File: src/rtl/stream_sw_pkg.sv
package stream_sw_pkg;
  typedef enum logic [1:0] {
    IN_IDLE   = 2'd0,
    IN_CONN   = 2'd1,
    IN_DENIED = 2'd2
  } in_state_e;
endpackage

File: src/rtl/stream_sw_alloc.sv
module stream_sw_alloc #(
  parameter int KL       = 2,
  parameter int KR       = 2,
  parameter int KO       = 1,
  parameter int NI       = 5,
  parameter int IDX_W    = 3,
  parameter int NODE_IDX = 2,
  localparam int NO      = KL + KR + KO,
  localparam int SEL_W   = (NO > 1) ? $clog2(NO) : 1,
  localparam int SRC_W   = (NI > 1) ? $clog2(NI) : 1
) (
  input  logic [NI-1:0]            req_i,
  input  logic [NI-1:0][IDX_W-1:0] dest_i,
  input  logic [NI-1:0]            idle_i,
  input  logic [NO-1:0]            busy_i,
  output logic [NI-1:0]            win_o,
  output logic [NI-1:0]            lose_o,
  output logic [NI-1:0][SEL_W-1:0] pick_o,
  output logic [NO-1:0]            claim_o,
  output logic [NO-1:0][SRC_W-1:0] claim_src_o
);
  localparam logic [IDX_W-1:0] NODE_L = IDX_W'(NODE_IDX);

  logic [NO-1:0] taken;
  int lo, hi;
  logic found;

  // Inputs are visited in index order, so a lower index claims first.
  always_comb begin
    taken       = '0;
    win_o       = '0;
    lose_o      = '0;
    pick_o      = '0;
    claim_o     = '0;
    claim_src_o = '0;
    lo          = 0;
    hi          = 0;
    found       = 1'b0;
    for (int i = 0; i < NI; i++) begin
      if (req_i[i] && idle_i[i]) begin
        if (dest_i[i] > NODE_L) begin
          lo = KL;      hi = KL + KR;
        end else if (dest_i[i] < NODE_L) begin
          lo = 0;       hi = KL;
        end else begin
          lo = KL + KR; hi = NO;
        end
        found = 1'b0;
        for (int j = 0; j < NO; j++) begin
          if (!found && j >= lo && j < hi && !busy_i[j] && !taken[j]) begin
            found          = 1'b1;
            taken[j]       = 1'b1;
            pick_o[i]      = SEL_W'(j);
            claim_o[j]     = 1'b1;
            claim_src_o[j] = SRC_W'(i);
          end
        end
        win_o[i]  = found;
        lose_o[i] = !found;
      end
    end
  end
endmodule

File: src/rtl/stream_sw_in_ctl.sv
module stream_sw_in_ctl
  import stream_sw_pkg::*;
#(
  parameter int SEL_W = 3
) (
  input  logic             clk_i,
  input  logic             rst_ni,
  input  logic             req_i,
  input  logic             win_i,
  input  logic             lose_i,
  input  logic [SEL_W-1:0] pick_i,
  input  logic             ds_deny_i,
  output in_state_e        st_o,
  output logic [SEL_W-1:0] sel_o,
  output logic             grant_o,
  output logic             deny_o
);
  always_ff @(posedge clk_i or negedge rst_ni) begin
    if (!rst_ni) begin
      st_o    <= IN_IDLE;
      sel_o   <= '0;
      grant_o <= 1'b0;
      deny_o  <= 1'b0;
    end else begin
      deny_o <= 1'b0;
      unique case (st_o)
        IN_IDLE: begin
          if (win_i) begin
            st_o    <= IN_CONN;
            sel_o   <= pick_i;
            grant_o <= 1'b1;
          end else if (lose_i) begin
            st_o   <= IN_DENIED;
            deny_o <= 1'b1;
          end
        end
        IN_CONN: begin
          if (!req_i) begin
            st_o    <= IN_IDLE;
            grant_o <= 1'b0;
          end else if (ds_deny_i) begin
            st_o    <= IN_DENIED;
            grant_o <= 1'b0;
            deny_o  <= 1'b1;
          end
        end
        IN_DENIED: if (!req_i) st_o <= IN_IDLE;
        default: st_o <= IN_IDLE;
      endcase
    end
  end
endmodule

File: src/rtl/stream_sw_out_lane.sv
module stream_sw_out_lane #(
  parameter int W     = 16,
  parameter int IDX_W = 3,
  parameter int SRC_W = 3
) (
  input  logic             clk_i,
  input  logic             rst_ni,
  input  logic             claim_i,
  input  logic [SRC_W-1:0] claim_src_i,
  input  logic [IDX_W-1:0] claim_dest_i,
  input  logic             rel_i,
  input  logic             ds_deny_i,
  input  logic [W-1:0]     din_i,
  input  logic             vin_i,
  output logic             busy_o,
  output logic [SRC_W-1:0] owner_o,
  output logic [IDX_W-1:0] dest_o,
  output logic [W-1:0]     data_o,
  output logic             valid_o
);
  always_ff @(posedge clk_i or negedge rst_ni) begin
    if (!rst_ni) begin
      busy_o  <= 1'b0;
      owner_o <= '0;
      dest_o  <= '0;
      data_o  <= '0;
      valid_o <= 1'b0;
    end else begin
      if (claim_i) begin
        busy_o  <= 1'b1;
        owner_o <= claim_src_i;
        dest_o  <= claim_dest_i;
      end else if (busy_o && (rel_i || ds_deny_i)) begin
        busy_o <= 1'b0;
      end
      data_o  <= busy_o ? din_i : '0;
      valid_o <= busy_o && vin_i;
    end
  end
endmodule

File: src/rtl/stream_switch.sv
module stream_switch
  import stream_sw_pkg::*;
#(
  parameter int KL       = 2,
  parameter int KR       = 2,
  parameter int KI       = 1,
  parameter int KO       = 1,
  parameter int W        = 16,
  parameter int IDX_W    = 3,
  parameter int NODE_IDX = 2,
  localparam int NI      = KL + KR + KI,
  localparam int NO      = KL + KR + KO
) (
  input  logic                     clk_i,
  input  logic                     rst_ni,
  input  logic [NI-1:0]            req_i,
  input  logic [NI-1:0][IDX_W-1:0] dest_i,
  input  logic [NI-1:0][W-1:0]     data_i,
  input  logic [NI-1:0]            valid_i,
  output logic [NI-1:0]            grant_o,
  output logic [NI-1:0]            deny_o,
  output logic [NI-1:0]            full_o,
  output logic [NO-1:0]            req_o,
  output logic [NO-1:0][IDX_W-1:0] dest_o,
  output logic [NO-1:0][W-1:0]     data_o,
  output logic [NO-1:0]            valid_o,
  input  logic [NO-1:0]            deny_i,
  input  logic [NO-1:0]            full_i
);
  localparam int SEL_W = (NO > 1) ? $clog2(NO) : 1;
  localparam int SRC_W = (NI > 1) ? $clog2(NI) : 1;

  logic [NI-1:0]            idle, win, lose;
  logic [NI-1:0][SEL_W-1:0] pick, sel;
  logic [NO-1:0]            claim;
  logic [NO-1:0][SRC_W-1:0] claim_src, owner;
  in_state_e                st [NI];

  stream_sw_alloc #(
    .KL(KL), .KR(KR), .KO(KO), .NI(NI), .IDX_W(IDX_W), .NODE_IDX(NODE_IDX)
  ) u_alloc (
    .req_i(req_i), .dest_i(dest_i), .idle_i(idle), .busy_i(req_o),
    .win_o(win), .lose_o(lose), .pick_o(pick),
    .claim_o(claim), .claim_src_o(claim_src)
  );

  for (genvar i = 0; i < NI; i++) begin : g_in
    logic conn;
    assign conn      = (st[i] == IN_CONN);
    assign idle[i]   = (st[i] == IN_IDLE);
    assign full_o[i] = conn && full_i[sel[i]];

    stream_sw_in_ctl #(.SEL_W(SEL_W)) u_in (
      .clk_i(clk_i), .rst_ni(rst_ni), .req_i(req_i[i]),
      .win_i(win[i]), .lose_i(lose[i]), .pick_i(pick[i]),
      .ds_deny_i(conn && req_o[sel[i]] && deny_i[sel[i]]),
      .st_o(st[i]), .sel_o(sel[i]), .grant_o(grant_o[i]), .deny_o(deny_o[i])
    );
  end

  for (genvar j = 0; j < NO; j++) begin : g_out
    stream_sw_out_lane #(.W(W), .IDX_W(IDX_W), .SRC_W(SRC_W)) u_lane (
      .clk_i(clk_i), .rst_ni(rst_ni),
      .claim_i(claim[j]), .claim_src_i(claim_src[j]),
      .claim_dest_i(dest_i[claim_src[j]]),
      .rel_i(!req_i[owner[j]]), .ds_deny_i(deny_i[j]),
      .din_i(data_i[owner[j]]), .vin_i(valid_i[owner[j]]),
      .busy_o(req_o[j]), .owner_o(owner[j]), .dest_o(dest_o[j]),
      .data_o(data_o[j]), .valid_o(valid_o[j])
    );
  end
endmodule

File: config.mk
export PLATFORM = sky130hd
export DESIGN_NAME = stream_switch
export DESIGN_NICKNAME = d
export VERILOG_FILES = /design/src/rtl/stream_sw_pkg.sv /design/src/rtl/stream_sw_alloc.sv /design/src/rtl/stream_sw_in_ctl.sv /design/src/rtl/stream_sw_out_lane.sv /design/src/rtl/stream_switch.sv
export SDC_FILE = /design/constraint.sdc
export NUM_CORES = 1
export LEC_CHECK = 0
export BUFFER_PORTS_ARGS = -buffer_cell sky130_fd_sc_hd__buf_2
export CORE_MARGIN = 10
export CORE_UTILIZATION = 35
export DETAILED_ROUTE_END_ITERATION = 10
export GPL_ROUTABILITY_DRIVEN = 1
export GPL_TIMING_DRIVEN = 0
export SYNTH_ARGS = -nofsm -noshare
export SYNTH_HDL_FRONTEND = slang
export SYNTH_SLANG_ARGS = --single-unit
export TNS_END_PERCENT = 10
File: constraint.sdc
create_clock -name clk_i -period 2.86 [get_ports clk_i]
set_input_delay 0.572 -clock clk_i [delete_from_list [all_inputs] [get_ports clk_i]]
set_output_delay 0.572 -clock clk_i [all_outputs]
set_load 0.1 [all_outputs]
==> impl_metrics.yaml <==
run_status:
  status: "complete, no violations"
job:
  cap_viol_max_count: 0
placed_design:
  dp_hpwl_mm: 29.61
  port_buffers: 234
  place.gp.congestion: 0.9287
setup_path:
  ff2ff_setup_slack_ns: 0.20
  critPathArrivalTime_ns: 3.01
  rr_worst_depth: 5
  cp.required_ns: 3.21
  crit_fanout: 10
  end_kind: "register"
  cp-start-kind: "register"
  crit_type: "reg -> reg"
synth:
  synthSimpleGateAreaFrac: 0.1436
  synth_fa_ha_area_frac: 0
  yosys_warnings: 0
  ys_types: 80
  synth_compound_area_frac: 0.1902
  synthTopCellsByCount: "155 x dfrtp_1, 100 x a22oi_1, 95 x mux4_2, 92 x nor2_1"
  synth_top_area_frac: 0.3814
  syn-mean-instance-area_um2: 11.02
  muxShareOfSynthArea: 0.2346
  yosys_most_used_dff: "dfrtp_1"
  synth-seq-cells: 155
  syn-num-nets: 1040
  async_flop_share: 1.000
  synth_xor_xnor_area_share: 0.0008613
  yosysMostFrequentCell: "dfrtp_1"
  syn-instance-count: 923
  synth_top_cell_by_area: "dfrtp_1"
  ys_seq_area_frac: 0.3814
  synth_edf_count: 0
  synth_area_leaders: "dfrtp_1 38%, mux4_2 21%, a22oi_1 7.4%, nor2_1 3.4%, nor2b_1 2.3%"
  syn_area_um2: 10170
  synth_top_family_by_area: "multiplexers"
sta:
  rsz0062_at_grt: "false"
  hold_ws_ns: 0.08936
  finalCritPeriodShare: 0.9301
  max-slew-margin-rel: 0.2240
  finClkSkew_ns: 0.01420
  min_period_ns: 2.660
  setup_tns_ns: 0
  max_freq_ghz: 0.3759
  slew_violations: 0
  worst_pin_slew_ns: 1.155
  setup_viol: 0
  hold_viol: 0
clocking:
  postCtsSetupBuffers: 0
  cts_buffers: 17
  cts_max_path_buffers: 2
  clock-sinks: 155
  insertion_delay_ns: 0.44
  clk_pin_slew_worst_paths_ns: 0.08
  cts_tree: "done"
  h-tree-depth: 4
  clockRootBuffer: "clkbuf_16"
final_layout:
  layout-drive-gt1-share: 0.3641
  syn_to_final_growth_pct: 23.13
  layout.nets: 1296
grt:
  grt_max_degree: 94
  grt_pass1_vias: 9600
  grt_pass1_wl_mm: 59.32
  grt_use_total: 0.2157
  grt_antenna_before_repair: 9
  gr-total-overflow: 0
power:
  power.share.switching: 0.5794
  leakagePower_nw: 5.593
  p_seq_frac: 0.203
  p_int_mw: 7.373
  p_sw_mw: 10.16
  vdd_drop_max_mv: 0.5501
  clkPwrFrac: 0.133
  power_frac_comb: 0.664
  power_density_nw_per_um2: 1400
floorplanning:
  core_um2: 28700
  die_w_um: 190.5
  die_y_um: 190.5
  num_rows: 62
  dieArea_um2: 36270
  start_util: 0.3543
  num_io_pins: 237
route:
  drt-met1-wl_mm: 15.68
  met2_length_mm: 19.11
  drt_iter0_drc: 1060
  drtAntennaViolNets: 0
  first_pass_iters: 5
  num_vias: 9434
  met3WireLength_mm: 3.977
  via_per_inst: 5.948
  drc_errors: 0
  wirelength_mm: 40.07
  wire_per_inst_um: 25.26
  top_layer: "met5"
worst_hold_path:
  min_path_type: "in -> async"
## repair_timing
action                                  4_1_cts  5_1_grt
endpoints found under the setup margin       21        4
resized for setup                             2        2
hold buffers                                  0        0
## area by class of cell
type	count	area, um^2
clock buffer	17	425.4
inverter	18	67.56
antenna	10	25.02
fill	2766	16180
multi-input combinational	665	5822
tap	384	480.5
clock inverter	15	171.4
timing repair buffer	237	1217
sequential	155	3879
buffer	85	432.9
## kinds of logic (layout without fill, tap and decap cells)
family,count (synthesis),in the layout
other,0,10
DFF,155,155
and+or+nand+nor,275,275
muxes,119,119
AOI/OAI and AO/OA,270,270
buffers and inverters,103,372
xor gates and xnor gates,1,1
## worst paths after layout
check / startpoint / endpoint
setup / recovery: g_out[2].u_lane.owner_o[0]$_DFFE_PN0P_ / g_out[2].u_lane.data_o[10]$_DFF_PN0_
hold / removal: rst_ni / g_out[0].u_lane.data_o[13]$_DFF_PN0_
setup reg to reg: g_out[2].u_lane.owner_o[0]$_DFFE_PN0P_ / g_out[2].u_lane.data_o[10]$_DFF_PN0_
hold reg to reg: g_out[4].u_lane.dest_o[1]$_DFFE_PN0P_ / g_out[4].u_lane.dest_o[1]$_DFFE_PN0P_
max in group asynchronous: rst_ni / g_in[2].u_in.sel_o[2]$_DFFE_PN0P_
min in group clk_i: deny_i[2] / g_out[2].u_lane.busy_o$_DFFE_PN0P_
## power groups by stage
stage               registers [mW]  clock network [mW]  logic (mW)
floorplan                     6.76                   0        5.72
global placement              3.58                   0        11.5
detailed placement            3.59                   0        11.6
CTS                           3.55                2.38        11.6
global route                  3.66                2.46        12.2
finish                        3.56                2.33        11.6
## critical path, cell delays in order (launching register included)
cell and delay [ns]:
dfrtp_1 0.37, clkbuf_1 0.41, nor3_2 0.80, clkbuf_1 0.63
a22oi_1 0.19, nor2_1 0.16
## per-layer routing
layer	global-route usage	vias up
met5	0	-
met4	0.09207	4
met3	0.05871	87
met2	0.3429	578
met1	0.2710	4650
li1	-	4115
## registers in the layout, summed over array words and instances (netlist names)
name / flops
g_out.u_lane.data_o: 80
g_in.u_in.st_o: 10
g_in.u_in.deny_o: 5
g_in.u_in.grant_o: 5
g_out.u_lane.valid_o: 5
g_out.u_lane.dest_o: 15
g_out.u_lane.owner_o: 15
g_in.u_in.sel_o: 15
g_out.u_lane.busy_o: 5
## metrics by stage
step	total power [mW]	util	cell area, um^2	setup slack, ns	instances
global placement	15.08	0.4119	11820	-1.166	1541
global route	18.37	0.4359	12510	0.01424	1582
finish	17.53	0.4362	12520	0.1998	1586
floorplan	12.48	-	10170	-0.008126	923
detailed placement	15.16	0.4137	11880	-0.2390	1544
CTS	17.53	0.4349	12480	0.09459	1576
## cell usage in the layout, fill, tap and decap left out, drive strengths merged, types with 5 or more instances in the layout
cell type / count
a22o: 6
a211oi: 7
clkinv: 9
nor2: 94
o22ai: 7
or3b: 5
a21oi: 41
mux2: 5
nand2b: 17
nand2: 37
a31oi: 14
diode: 10
o211ai: 8
mux4: 95
dfrtp: 155
a21o: 11
mux2i: 19
nand3b: 5
and2: 10
nor3: 18
nor2b: 37
o21ai: 33
nor3b: 5
inv: 24
and3: 5
a22oi: 100
buf: 283
nand3: 14
clkbuf: 56
Power figures use the tool's default switching activity.
